==> src/rtl/txmbx_pkg.sv <==
package txmbx_pkg;
  localparam int unsigned CSR_W  = 8;
  localparam int unsigned RES_W  = 2;
  localparam int unsigned B_SEND = 0;
  localparam int unsigned B_STOP = 1;
  localparam int unsigned B_DONE = 2;
  localparam int unsigned B_OK   = 3;
  localparam int unsigned B_LOST = 4;
  localparam int unsigned B_FAIL = 5;

  typedef enum logic [RES_W-1:0] {
    RES_OK   = 2'b00,
    RES_LOST = 2'b01,
    RES_FAIL = 2'b10,
    RES_FAIL_ALT = 2'b11
  } res_e;

  typedef struct packed {
    logic fail;
    logic lost;
    logic ok;
  } outc_t;
endpackage

==> src/rtl/txmbx_req.sv <==
module txmbx_req (
  input  logic clk,
  input  logic rst_n,
  input  logic sw_send,
  input  logic sw_stop,
  input  logic drop,
  output logic send_q,
  output logic stop_q,
  output logic new_req
);
  assign new_req = sw_send && !send_q;

  always_ff @(posedge clk) begin
    if (!rst_n) begin
      send_q <= 1'b0;
      stop_q <= 1'b0;
    end else if (drop) begin
      send_q <= 1'b0;
      stop_q <= 1'b0;
    end else begin
      if (new_req) send_q <= 1'b1;
      if (sw_stop && send_q) stop_q <= 1'b1;
    end
  end

  AST_STOP_NEEDS_SEND: assert property (@(posedge clk) disable iff (!rst_n)
    stop_q |-> send_q);
  AST_SEND_HOLDS: assert property (@(posedge clk) disable iff (!rst_n)
    (send_q && !drop) |=> send_q);
endmodule

==> src/rtl/txmbx_stat.sv <==
module txmbx_stat
  import txmbx_pkg::*;
(
  input  logic  clk,
  input  logic  rst_n,
  input  logic  att_evt,
  input  res_e  att_res,
  input  logic  abt_evt,
  input  logic  sw_clr,
  input  logic  new_req,
  output logic  done_q,
  output outc_t outc_q,
  output logic  txok_pulse
);
  logic  good;
  logic  hw_set;
  logic  wipe;
  outc_t dec;

  assign good   = att_evt && (att_res == RES_OK);
  assign hw_set = good || abt_evt;
  assign wipe   = (sw_clr || new_req) && !hw_set;

  always_comb begin
    dec = '0;
    case (att_res)
      RES_OK:   dec.ok   = 1'b1;
      RES_LOST: dec.lost = 1'b1;
      default:  dec.fail = 1'b1;
    endcase
  end

  always_ff @(posedge clk) begin
    if (!rst_n) begin
      done_q     <= 1'b0;
      outc_q     <= '0;
      txok_pulse <= 1'b0;
    end else begin
      txok_pulse <= good;
      if (hw_set)                  done_q <= 1'b1;
      else if (sw_clr || new_req)  done_q <= 1'b0;
      if (att_evt)                 outc_q <= dec;
      else if (wipe)               outc_q <= '0;
    end
  end

  AST_FLAGS_ONEHOT: assert property (@(posedge clk) disable iff (!rst_n)
    $onehot0(outc_q));
  AST_HW_WINS: assert property (@(posedge clk) disable iff (!rst_n)
    hw_set |=> done_q);
  AST_PULSE_OK: assert property (@(posedge clk) disable iff (!rst_n)
    txok_pulse |-> (outc_q.ok && done_q));
endmodule

==> src/rtl/txmbx_wgate.sv <==
module txmbx_wgate #(
  parameter int unsigned N = 8
) (
  input  logic         clk,
  input  logic         rst_n,
  input  logic         open,
  input  logic [N-1:0] wr,
  output logic [N-1:0] we
);
  for (genvar i = 0; i < N; i++) begin : g_lane
    assign we[i] = wr[i] & open;
  end

  AST_WE_LOCKED: assert property (@(posedge clk) disable iff (!rst_n)
    (|we) |-> open);
endmodule

==> src/rtl/txmbx_ctrl.sv <==
module txmbx_ctrl
  import txmbx_pkg::*;
#(
  parameter int unsigned DREG_N = 8
) (
  input  logic              clk,
  input  logic              rst_n,
  input  logic              csr_wr,
  input  logic [CSR_W-1:0]  csr_wdata,
  output logic [CSR_W-1:0]  csr_rdata,
  output logic              eng_pend,
  output logic              eng_abort,
  input  logic              eng_done,
  input  logic [RES_W-1:0]  eng_res,
  input  logic              eng_abort_ack,
  output logic              mbx_empty,
  output logic              txok_pulse,
  input  logic [DREG_N-1:0] dreg_wr,
  output logic [DREG_N-1:0] dreg_we
);
  logic  send_q, stop_q, new_req, done_q;
  logic  att_evt, abt_evt, drop;
  res_e  res;
  outc_t outc;
  logic  unused_wbits;

  assign unused_wbits = ^{csr_wdata[CSR_W-1:B_FAIL+1], csr_wdata[B_FAIL:B_OK]};

  assign res     = res_e'(eng_res);
  assign att_evt = eng_done && send_q;
  assign abt_evt = eng_abort_ack && send_q;
  assign drop    = (att_evt && res == RES_OK) || abt_evt;

  txmbx_req u_req (
    .clk     (clk),
    .rst_n   (rst_n),
    .sw_send (csr_wr && csr_wdata[B_SEND]),
    .sw_stop (csr_wr && csr_wdata[B_STOP]),
    .drop    (drop),
    .send_q  (send_q),
    .stop_q  (stop_q),
    .new_req (new_req)
  );

  txmbx_stat u_stat (
    .clk        (clk),
    .rst_n      (rst_n),
    .att_evt    (att_evt),
    .att_res    (res),
    .abt_evt    (abt_evt),
    .sw_clr     (csr_wr && csr_wdata[B_DONE]),
    .new_req    (new_req),
    .done_q     (done_q),
    .outc_q     (outc),
    .txok_pulse (txok_pulse)
  );

  txmbx_wgate #(.N(DREG_N)) u_gate (
    .clk   (clk),
    .rst_n (rst_n),
    .open  (!send_q),
    .wr    (dreg_wr),
    .we    (dreg_we)
  );

  always_comb begin
    csr_rdata         = '0;
    csr_rdata[B_SEND] = send_q;
    csr_rdata[B_STOP] = stop_q;
    csr_rdata[B_DONE] = done_q;
    csr_rdata[B_OK]   = outc.ok;
    csr_rdata[B_LOST] = outc.lost;
    csr_rdata[B_FAIL] = outc.fail;
  end

  assign eng_pend  = send_q;
  assign eng_abort = stop_q;
  assign mbx_empty = !send_q;

  AST_IDLE_DEAF: assert property (@(posedge clk) disable iff (!rst_n)
    (!send_q && !csr_wr) |=> $stable(csr_rdata[B_FAIL:B_DONE]));
endmodule

==> config.mk <==
export PLATFORM = sky130hd
export DESIGN_NAME = txmbx_ctrl
export DESIGN_NICKNAME = d
export VERILOG_FILES = /design/src/rtl/txmbx_pkg.sv /design/src/rtl/txmbx_req.sv /design/src/rtl/txmbx_stat.sv /design/src/rtl/txmbx_wgate.sv /design/src/rtl/txmbx_ctrl.sv
export SDC_FILE = /design/constraint.sdc
export NUM_CORES = 1
export LEC_CHECK = 0
export ABC_AREA = 0
export BUFFER_PORTS_ARGS = -buffer_cell sky130_fd_sc_hd__buf_2
export CELL_PAD_IN_SITES_DETAIL_PLACEMENT = 0
export CELL_PAD_IN_SITES_GLOBAL_PLACEMENT = 1
export CORE_MARGIN = 1
export CORE_UTILIZATION = 18
export CTS_CLUSTER_SIZE = 10
export DETAILED_ROUTE_END_ITERATION = 16
export PLACE_DENSITY = 0.78
export SETUP_SLACK_MARGIN = 0.02
export SLEW_MARGIN = 20
export SYNTH_ARGS = -nofsm -noshare
export SYNTH_HDL_FRONTEND = slang
export SYNTH_SLANG_ARGS = --single-unit
==> constraint.sdc <==
create_clock -name clk -period 1.1 [get_ports clk]
set_clock_uncertainty 0.05 [all_clocks]
set_input_delay 0.22 -clock clk [delete_from_list [all_inputs] [get_ports clk]]
set_output_delay 0.22 -clock clk [all_outputs]
set_load 0.01 [all_outputs]
==> summary.json <==
{
  "outcome": "finished with violations",
  "failed_checks": "setup timing",
  "most-common-layout-cells": "buf_2 (33), nor2b_1 (6), dfxtp_1 (6)",
  "internal-power_w": 0.0005022,
  "worst_ep_required_ps": 830,
  "grt_usage_pct": 9.013,
  "p_clk_share_pct": 32.6,
  "yosys_warnings": 0,
  "number_of_diodes": 0,
  "cp-start-kind": "register",
  "worst-path-buf-inv": 2,
  "pin_count": 43,
  "ys_ff_latch": 7,
  "cts.sinks": 7,
  "clk_latency_ps": 250,
  "critical_register_to_register_path_endpoint": "u_stat.outc_q[0]",
  "first_global_vias": 394,
  "grt_max_degree": 9,
  "power.ir.vdd_worst_uv": 454.3,
  "net-switching-power_w": 0.0001983,
  "preCtsSetupSlack_ps": -31.78,
  "viasPerCell": 4.062,
  "finalWorstPathRequiredPeriod_ps": 1265,
  "worst-r2r-cell-count": 4,
  "grt_pass1_wl_um": 1607,
  "die-width_um": 48.35,
  "floorplan.initialDensity_pct": 19.51,
  "root_buffer": "clkbuf_4",
  "hold_class": "in -> reg",
  "core_area_um2": 1982,
  "global_placement_routability_congestion": 0.6899,
  "port-buffer-count": 35,
  "syn2layout_area_growth_pct": 79.94,
  "critical-path-max-stage-delay_ps": 360,
  "post-route-worst-setup-slack_ps": -164.9,
  "max_clock_freq_mhz": 790.6,
  "critical-path-slowest-cell": "dfxtp_4",
  "cts.path.max_buffers": 2,
  "final_routed_wire_length_divided_by_cell_count_um": 9.938,
  "route.vias.total": 459,
  "switching_share_pct": 28.31,
  "crit_path_end_kind": "output port",
  "synthesis.area_per_instance_um2": 8.055,
  "hold_depth": 3,
  "totalPowerFinal_w": 0.0007006,
  "ys_seq_area_share_pct": 36.25,
  "worst_hold_startpoint": "csr_wdata[0]",
  "worst_r2r_startpoint": "u_req.send_q",
  "cts.clk_slew.worst_paths_ps": 50,
  "crit_chain": "buf_6 > nor2b_1 > buf_2",
  "p_seq_share_pct": 38.3,
  "powerDensity_nw_per_um2": 1007,
  "synth.lib_cells_used.distinct": 20,
  "dr.pass1.iters": 4,
  "top_family_by_delay_on_critical_path": "flip-flops",
  "max_cap_violations": 0,
  "netlist_instances": 48,
  "timing_max_transition_violations_final": 0,
  "postCtsHoldBufs": 0,
  "syn_area_um2": 386.6,
  "power.combinational.fraction_pct": 29.0,
  "layout.cells.non_filler": 113,
  "die_height_um": 48.35,
  "htree_levels": 1,
  "final_net_count": 110,
  "most_common_library_cell_in_the_layout_ignoring_fill_and_taps": "buf_2",
  "ant_nets": 0,
  "worstHoldEndpoint": "u_req.send_q",
  "clock_tree_from_tritoncts": "built",
  "layout_worst_path_cycle_share_pct": 115.0,
  "drcViolationCount": 0,
  "rsz0062_at_grt": "true",
  "drt_wl_total_um": 1123,
  "total_cts_buffers": 3,
  "timing_hold_violations_final": 0,
  "drt_iter0_drc": 8,
  "layout.core_utilization_pct": 35.10,
  "logic_depth_of_the_worst_setup_path_including_buffers": 3,
  "ff_to_ff_setup_slack_ps": -70,
  "layout-drive-gt1-share_pct": 60.47,
  "grt_antenna_before_repair": 0,
  "timing_worst_setup_path_type": "reg -> out",
  "finalSetupViolations": 12,
  "die-area_um2": 2337,
  "critical_path_peak_fanout": 8,
  "dp_cells": 108,
  "timing.critical_path.arrival_ps": 990,
  "placement_rows": 16,
  "p_leak_nw": 0.3507,
  "sum_of_overflow_across_all_layers_after_global_routing": 0
}
==> synth_stat cells, drive strengths merged <==
master / n / area (um2)
and2b: 1 / 8.760
a21oi: 1 / 5.000
o32ai: 1 / 8.760
o22ai: 3 / 25.02
inv: 3 / 11.26
nor2b: 7 / 43.79
dfxtp: 7 / 140.1
nand2b: 1 / 6.260
buf: 5 / 37.54
nor2: 4 / 15.01
o311ai: 1 / 8.760
or3: 1 / 11.26
o211ai: 1 / 7.510
nand3: 3 / 15.01
clkbuf: 1 / 5.000
nand2: 5 / 21.27
a31oi: 2 / 12.51
conb: 1 / 3.750
==> through the flow <==
| stage | area, um2 | hold slack [ps] | setup TNS (ps) |
|---|---|---|---|
| 2_1_floorplan | 391.6 | 287.2 | 0 |
| 3_3_place_gp | 580.6 | 423.6 | -1.050 |
| 3_5_place_dp | 580.6 | 426.6 | -72.63 |
| 4_1_cts | 633.1 | 165.5 | -1364 |
| 5_1_grt | 695.7 | 203.2 | -1862 |
| 6_report | 695.7 | 176.9 | -1336 |
==> cell type report <==
type / count / area [um2]
multi-input combinational: 33 / 255.2
sequential: 7 / 143.9
inverter: 3 / 11.26
timing repair buffer: 39 / 225.2
clock buffer: 4 / 26.28
fill: 210 / 1286
tap: 27 / 33.78
==> tightest hold or removal path: stages <==
cell and delay [ps]:
buf_2 100, a21oi_1 60, nor2_1 60
==> state kept, by name (all words and copies together), names as in the netlist <==
register	flops
u_req.stop_q	1
u_req.send_q	1
u_stat.outc_q	3
u_stat.done_q	1
u_stat.txok_pulse	1
==> worst max path at each step <==
stage / from / endpoint
2_1_floorplan: u_req.send_q / u_stat.outc_q[0]
5_1_grt: u_req.send_q / dreg_we[3]
3_5_place_dp: u_req.send_q / u_stat.outc_q[2]
3_3_place_gp: u_req.send_q / u_stat.outc_q[2]
4_1_cts: u_req.send_q / dreg_we[5]
6_report: u_req.send_q / dreg_we[5]
==> repair_timing <==
action	CTS	global route
pin swaps	0	1
setup buffers	1	0
gates cloned	0	0
endpoints found under the setup margin	12	16
gates resized for setup	4	10
==> cells by family (layout without fill, tap and decap cells) <==
group	count (synthesis)	after routing	share of synthesized area [%]
DFF	7	7	36.24
and+or+nand+nor	22	22	31.39
buffers and inverters	9	46	13.92
other	1	2	0.9699
AOI/OAI and AO/OA	9	9	17.47
==> power by group through the flow <==
| stage | registers (W) | logic, W | clock network [W] |
|---|---|---|---|
| 2_1_floorplan | 0.000277 | 0.0000851 | 0 |
| 4_1_cts | 0.000269 | 0.000175 | 0.000237 |
| 3_5_place_dp | 0.000275 | 0.000160 | 0 |
| 3_3_place_gp | 0.000276 | 0.000158 | 0 |
| 5_1_grt | 0.000270 | 0.000220 | 0.000245 |
| 6_report | 0.000269 | 0.000203 | 0.000229 |
==> routing by layer <==
layer	GRT usage, %	up-vias	wire (um)
met2	14.55	13	594
met5	0	-	0
met4	1.471	0	0
li1	-	233	-
met3	6.289	0	86
met1	9.827	213	443
(Power assumes the default switching activity.)
